<file path="config.mk">
export PLATFORM = sky130hd
export DESIGN_NAME = qb_port
export DESIGN_NICKNAME = d
export VERILOG_FILES = /design/src/rtl/qbp_pkg.sv /design/src/rtl/qbp_latch_bank.sv /design/src/rtl/qbp_sync2.sv /design/src/rtl/qbp_read_mux.sv /design/src/rtl/qbp_stress_mon.sv /design/src/rtl/qb_port.sv
export SDC_FILE = /design/constraint.sdc
export NUM_CORES = 1
export LEC_CHECK = 0
export ABC_CLOCK_PERIOD_IN_PS = 1000
export CAP_MARGIN = 5
export CORE_MARGIN = 1.5
export CORE_UTILIZATION = 41
export DETAILED_ROUTE_END_ITERATION = 12
export PLACE_DENSITY_LB_ADDON = 0.25
export SYNTH_ARGS = -nofsm -noshare
export SYNTH_HDL_FRONTEND = slang
export SYNTH_SLANG_ARGS = --single-unit
</file>
<file path="constraint.sdc">
create_clock -name clk -period 1 [get_ports clk]
set_input_delay 0.15 -clock clk [delete_from_list [all_inputs] [get_ports clk]]
set_output_delay 0.15 -clock clk [all_outputs]
set_load 0.02 [all_outputs]
</file>
<file path="src/rtl/qbp_pkg.sv">
package qbp_pkg;
  typedef enum logic [1:0] {
    SRC_NONE  = 2'd0,
    SRC_LATCH = 2'd1,
    SRC_PIN   = 2'd2
  } rd_src_e;

  function automatic rd_src_e pick_src(input logic pin_req, input logic latch_req);
    if (pin_req)        return SRC_PIN;
    else if (latch_req) return SRC_LATCH;
    else                return SRC_NONE;
  endfunction
endpackage

</file>
<file path="src/rtl/qbp_latch_bank.sv">
module qbp_latch_bank #(
  parameter int WIDTH = 8
) (
  input  logic             clk,
  input  logic             rst,
  input  logic             wr_en,
  input  logic [WIDTH-1:0] wr_data,
  output logic [WIDTH-1:0] latch_q
);
  localparam logic [WIDTH-1:0] RESET_VAL = {WIDTH{1'b1}};

  always_ff @(posedge clk) begin
    if (rst)        latch_q <= RESET_VAL;
    else if (wr_en) latch_q <= wr_data;
  end

  AST_LATCH_LOAD: assert property (@(posedge clk) disable iff (rst)
    (!$past(rst) && $past(wr_en)) |-> (latch_q == $past(wr_data)));
  AST_LATCH_HOLD: assert property (@(posedge clk) disable iff (rst)
    (!$past(rst) && !$past(wr_en)) |-> $stable(latch_q));
endmodule

</file>
<file path="src/rtl/qbp_sync2.sv">
module qbp_sync2 #(
  parameter int WIDTH = 8
) (
  input  logic             clk,
  input  logic             rst,
  input  logic [WIDTH-1:0] d,
  output logic [WIDTH-1:0] q
);
  localparam logic [WIDTH-1:0] IDLE_VAL = {WIDTH{1'b1}};
  logic [WIDTH-1:0] meta;

  always_ff @(posedge clk) begin
    if (rst) begin
      meta <= IDLE_VAL;
      q    <= IDLE_VAL;
    end else begin
      meta <= d;
      q    <= meta;
    end
  end

  AST_SYNC_DELAY: assert property (@(posedge clk) disable iff (rst)
    (!$past(rst, 1) && !$past(rst, 2)) |-> (q == $past(d, 2)));
endmodule

</file>
<file path="src/rtl/qbp_read_mux.sv">
module qbp_read_mux
  import qbp_pkg::*;
#(
  parameter int WIDTH = 8
) (
  input  logic             clk,
  input  logic             rst,
  input  logic             rd_pin,
  input  logic             rd_latch,
  input  logic [WIDTH-1:0] latch_q,
  input  logic [WIDTH-1:0] pin_sync,
  output logic [WIDTH-1:0] bus_out,
  output logic             bus_oe
);
  rd_src_e          src;
  logic [WIDTH-1:0] pin_view;

  // A latched 0 keeps the pull-down on, so that pin can only read low.
  assign pin_view = pin_sync & latch_q;

  always_comb begin
    src = pick_src(rd_pin, rd_latch);
    unique case (src)
      SRC_PIN:   begin bus_out = pin_view;       bus_oe = 1'b1; end
      SRC_LATCH: begin bus_out = latch_q;        bus_oe = 1'b1; end
      default:   begin bus_out = '0;             bus_oe = 1'b0; end
    endcase
  end

  AST_PIN_MASKED: assert property (@(posedge clk) disable iff (rst)
    rd_pin |-> ((bus_out & ~latch_q) == '0));
  AST_BUS_IDLE: assert property (@(posedge clk) disable iff (rst)
    (!rd_pin && !rd_latch) |-> (!bus_oe && bus_out == '0));
  AST_OE_ON_READ: assert property (@(posedge clk) disable iff (rst)
    (rd_pin || rd_latch) |-> bus_oe);
endmodule

</file>
<file path="src/rtl/qbp_stress_mon.sv">
module qbp_stress_mon #(
  parameter int WIDTH = 8
) (
  input  logic             clk,
  input  logic             rst,
  input  logic [WIDTH-1:0] latch_q,
  input  logic [WIDTH-1:0] force_hi,
  input  logic             clr,
  output logic [WIDTH-1:0] flag
);
  logic [WIDTH-1:0] hit;

  for (genvar i = 0; i < WIDTH; i++) begin : g_bit
    assign hit[i] = ~latch_q[i] & force_hi[i];
    always_ff @(posedge clk) begin
      if (rst)      flag[i] <= 1'b0;
      else if (clr) flag[i] <= hit[i];
      else          flag[i] <= flag[i] | hit[i];
    end
  end

  AST_STRESS_SET: assert property (@(posedge clk) disable iff (rst)
    !$past(rst) |-> (($past(hit) & ~flag) == '0));
  AST_STRESS_STICKY: assert property (@(posedge clk) disable iff (rst)
    (!$past(rst) && !$past(clr)) |-> (($past(flag) & ~flag) == '0));
endmodule

</file>
<file path="src/rtl/qb_port.sv">
module qb_port #(
  parameter int WIDTH      = 8,
  parameter bit HAS_PULLUP = 1'b1
) (
  input  logic             clk,
  input  logic             rst,
  input  logic             wr_en,
  input  logic [WIDTH-1:0] wr_data,
  input  logic             rd_latch,
  input  logic             rd_pin,
  input  logic [WIDTH-1:0] pad_in,
  input  logic [WIDTH-1:0] ext_force_high,
  input  logic             stress_clr,
  output logic [WIDTH-1:0] bus_out,
  output logic             bus_oe,
  output logic [WIDTH-1:0] pad_pull_dn,
  output logic [WIDTH-1:0] pad_pull_up,
  output logic [WIDTH-1:0] overstress
);
  logic [WIDTH-1:0] latch_q;
  logic [WIDTH-1:0] pin_sync;

  qbp_latch_bank #(.WIDTH(WIDTH)) u_latch (
    .clk(clk), .rst(rst), .wr_en(wr_en), .wr_data(wr_data), .latch_q(latch_q)
  );

  qbp_sync2 #(.WIDTH(WIDTH)) u_sync (
    .clk(clk), .rst(rst), .d(pad_in), .q(pin_sync)
  );

  qbp_read_mux #(.WIDTH(WIDTH)) u_rd (
    .clk(clk), .rst(rst), .rd_pin(rd_pin), .rd_latch(rd_latch),
    .latch_q(latch_q), .pin_sync(pin_sync), .bus_out(bus_out), .bus_oe(bus_oe)
  );

  qbp_stress_mon #(.WIDTH(WIDTH)) u_stress (
    .clk(clk), .rst(rst), .latch_q(latch_q), .force_hi(ext_force_high),
    .clr(stress_clr), .flag(overstress)
  );

  // The inverted latch drives the pull-down gate.
  assign pad_pull_dn = ~latch_q;

  if (HAS_PULLUP) begin : g_pullup
    assign pad_pull_up = latch_q;
  end else begin : g_open_drain
    assign pad_pull_up = '0;
  end

  AST_NO_FIGHT: assert property (@(posedge clk) disable iff (rst)
    ((pad_pull_dn & pad_pull_up) == '0));
  AST_RESET_RELEASE: assert property (@(posedge clk)
    $past(rst) |-> (pad_pull_dn == '0 && overstress == '0));
endmodule

</file>
==> results.txt, run 1 <==
----------------------------------------------------
[Timing]
  Share of the clock period used by the worst path ... 117%
  Final Hold Fails ... 0
  Number of setup violations in the final report ... 25
  Relative max-transition margin ... about 83%
  Worst Tran Pin Value ... around 0.26 ns
  Setup repair after global routing missed its margin ... yes
  Worst Clk Skew ... approximately 0.0065 ns
  Final Worst Setup Slack ... -0.169 ns
  Max Slew Vio Count ... 0
  Minimum period implied by the final worst setup slack ... about 1.2 ns
  Max Clock Freq ... ~860 MHz

[Worst setup path]
  Type of the worst setup path ... reg -> out
  Total buffers and inverters traversed by the critical path ... 2
  Sequence of cells on the critical path ... inv_2, a21oi_4, buf_6
  Maximum net fanout on the critical path ... 3
  Top cell family by delay on the critical path ... flip-flops
  Master of the slowest instance on the critical path ... sky130_fd_sc_hd__dfxtp_2
  Critical path launch point type ... register
  Crit path largest cell delay ... roughly 0.37 ns
  Required arrival time at the worst endpoint ... approximately 0.85 ns
  Kind of end point of the critical path ... output port
  Crit path DAT ... between 1 and 1.5 ns

[Logic synthesis]
  Library cell with the highest instance count after synthesis ... sky130_fd_sc_hd__dfxtp_1
  Share of Yosys cell area claimed by the top area cell type ... approximately 54%
  Main area contributors after synthesis ... sky130_fd_sc_hd__dfxtp_1, sky130_fd_sc_hd__or2_2, sky130_fd_sc_hd__nand2b_1
  Leading post-synthesis cells by instance count ... sky130_fd_sc_hd__dfxtp_1, sky130_fd_sc_hd__or2_2, sky130_fd_sc_hd__nand2_1, sky130_fd_sc_hd__nand2b_1, sky130_fd_sc_hd__inv_1
  Flip-flop and latch count after synthesis ... 32
  Share of flip-flops with an asynchronous set or reset after synthesis ... 0%
  Sequential area share after synthesis ... 54.1%
  Top flip-flop cell by instance count after synthesis ... sky130_fd_sc_hd__dfxtp_1
  Synth Instances ... ~120
  Distinct cells, synth ... 13
  Syn Std Cell Area ... about 1200 um^2
  EDFF count, synth ... 0
  Mean area per synthesized cell ... 9.78 um^2
  Post-synth net total ... approximately 150
  Cell accounting for the most synthesized area ... sky130_fd_sc_hd__dfxtp_1
  Syn. warnings ... 0

[Floorplanning]
  Effective utilization at floorplan ... 42.9%
  Floorplan core area ... approximately 2800 um^2
  Die ar. ... between 3000 and 4000 um^2
  Die height ... roughly 57 um
  Number of placement rows ... 19
  Number of top-level design ports ... 63
  Horizontal die dimension ... 56.7 um

[Power and ir drop]
  Share of power burned in registers ... 47.6%
  Portion of total power attributed to combinational logic ... 25.8%
  Maximum resistive drop on vdd ... around 1.2 mV
  Sw Ratio ... a little over a quarter
  Leakage power figure ... 0.914 nW
  Clock group share of total power ... between 20% and 30%
  NetSw ... 0.799 mW
  Internal Power ... between 2 and 2.5 mW
  Power density over the cells ... ~1400 nW/um^2

[Global routing]
  Maximum number of pins on one net before global-route repair ... 19
  Antenna violations before repair ... 0
  Residual overflow from global routing ... 0
  GRT Total Usage ... a little under a fifth
  First-pass GRT wire length ... 4.28 mm
  Vias in the first global route ... roughly 1,000

[Layout]
  Combined flip-flop and latch cell area ... ~670 um^2
  Area used by multi-input combinational logic ... ~530 um^2
  Final std cells w/o fill ... between 200 and 250
  Number of antenna repair diodes ... 0
  Total Nets Final ... 232
  FILL cells ... between 150 and 200
  Proportion of layout cells with a drive suffix above 1 ... approximately three fifths
  Growth of design area from synthesis to finish ... 81.2%

[Clock tree]
  Total of hold buffers inserted after clock tree synthesis ... 0
  Clock edge transition at the registers on the reported setup and hold paths ... 0.10 ns
  Clock insertion delay at the later pin of the skew report ... 0.33 ns
  TritonCTS clock tree ... done
  TritonCTS Buffers ... 5
  Clock Tree Buf Depth ... 2
  # clock sinks ... 32
  Clock tree root driver cell ... sky130_fd_sc_hd__clkbuf_4
  CTS HTree Levels ... 2

[Job]
  Reported max-cap violation count ... 0

[Place]
  Placed insts ... roughly 220
  Dpl hpwl ... about 2.0 mm
  Buffers added on ports ... 62
  Final estimated routing congestion in global placement ... approximately 0.75
  Pre-CTS setup slack ... -0.813 ns

[Route]
  Wire length after detailed routing ... a little over 3 mm
  Vias per Instance ... roughly 4.7
  Count of unresolved DRC violations after routing ... 0
  DR iter-0 viols ... 26
  Post-route antenna net violation count ... 0
  Detailed-routing iteration count for the pre-antenna-repair pass ... 4
  Detail-routed net length per standard cell ... 12.9 um
  Routed via count ... roughly 1,100

[Worst hold path]
  Path type of the worst min-delay path ... in -> reg

[Outcome]
  Failing checks ... negative setup slack
  Outcome ... finished, violations left

----------------------------------------------------
[power groups by stage]
stage	Sequential (mW)	Clock, mW	Combinational (mW)
3_5_place_dp	1.39	0	0.690
6_report	1.39	0.775	0.751
5_1_grt	1.40	0.835	0.791
2_1_floorplan	1.44	0	0.284
4_1_cts	1.38	0.775	0.726
3_3_place_gp	1.39	0	0.677
[sequential cells by signal, summed over array words and instances, names as in the netlist]
| name | count |
|---|---|
| u_latch.latch_q | 8 |
| u_stress.flag | 8 |
| u_sync.meta | 8 |
| u_sync.q | 8 |
[through the flow]
step | setup TNS, ns | utilization, % | hold WS [ns] | instance area, um^2 | total power, mW
4_1_cts | -2.31 | 75.4 | 0.362 | 2080 | 2.88
3_3_place_gp | -14.59 | 71.1 | 0.391 | 1960 | 2.07
3_5_place_dp | -15.54 | 71.1 | 0.393 | 1960 | 2.08
2_1_floorplan | 0 | - | 0.254 | 1240 | 1.72
5_1_grt | -3.09 | 77.8 | 0.365 | 2140 | 3.02
6_report | -2.38 | 77.8 | 0.366 | 2140 | 2.91
[worst register-to-register path, cell delays in order, from the launching register on]
cell,delay (ns)
sky130_fd_sc_hd__dfxtp_2,0.35
sky130_fd_sc_hd__buf_4,0.14
sky130_fd_sc_hd__nand2b_1,0.13
sky130_fd_sc_hd__a21oi_1,0.14
[cell type report]
cell class              instances  area share [%]
clock buffers                   8            2.74
inverters                       9            2.39
multi-input cells              74            24.7
flip-flops and latches         32            31.2
well taps                      31            1.81
repair buffers                 80            37.1
[path summary, 6_finish.rpt]
kind,start,end,slack [ns],cells after the start
max,u_latch.latch_q[0],bus_out[0],-0.17,3
min,ext_force_high[7],u_stress.flag[7],0.37,3
max reg2reg,u_latch.latch_q[4],u_stress.flag[4],0.17,3
min reg2reg,u_sync.meta[0],u_sync.q[0],0.41,1
[placed cells by master (no fill, tap or decap), drive strengths merged]
master | netlist | final
clkdlybuf4s50 | 0 | 27
buf | 4 | 52
nand2b | 17 | 17
nand2 | 16 | 16
clkbuf | 2 | 8
dfxtp | 32 | 32
inv | 9 | 9
dlygate4sd2 | 0 | 1
a21oi | 16 | 16
or2 | 17 | 17
o211ai | 8 | 8
[logic make-up (layout without fill, tap and decap cells)]
group           Yosys count  count (layout)  share of synthesized area [%]
compound gates           24              24                           15.0
buf+inv                  15              97                           7.19
flops                    32              32                           54.1
simple gates             50              50                           23.7
[timing repair]
action / in CTS / in global routing
pin swaps: 8 / 0
gates cloned: 1 / 0
setup buffers: 0 / 3
endpoints found under the setup margin: 33 / 33
gates resized for setup: 225 / 23
[layer usage]
layer | wire (um) | GRT usage [%] | share of wire, % | vias to the layer above
li1 | - | - | - | 551
met1 | 1080 | 18.9 | 36 | 497
met3 | 246 | 7.83 | 8.2 | 12
met4 | 98 | 8.97 | 3.2 | 0
met5 | 0 | 0 | 0 | -
met2 | 1590 | 31.1 | 53 | 46
No activity file was read; power rests on OpenSTA's default activity.
==> run 2: changes to the inputs <==
--- a/config.mk
+++ b/config.mk
@@ -11,6 +11,7 @@
 export CORE_UTILIZATION = 41
 export DETAILED_ROUTE_END_ITERATION = 12
 export PLACE_DENSITY_LB_ADDON = 0.25
+export SLEW_MARGIN = 10
 export SYNTH_ARGS = -nofsm -noshare
 export SYNTH_HDL_FRONTEND = slang
 export SYNTH_SLANG_ARGS = --single-unit
==> results of run 2 <==
The final DEF is identical to that of run 1; final timing and power are the same.
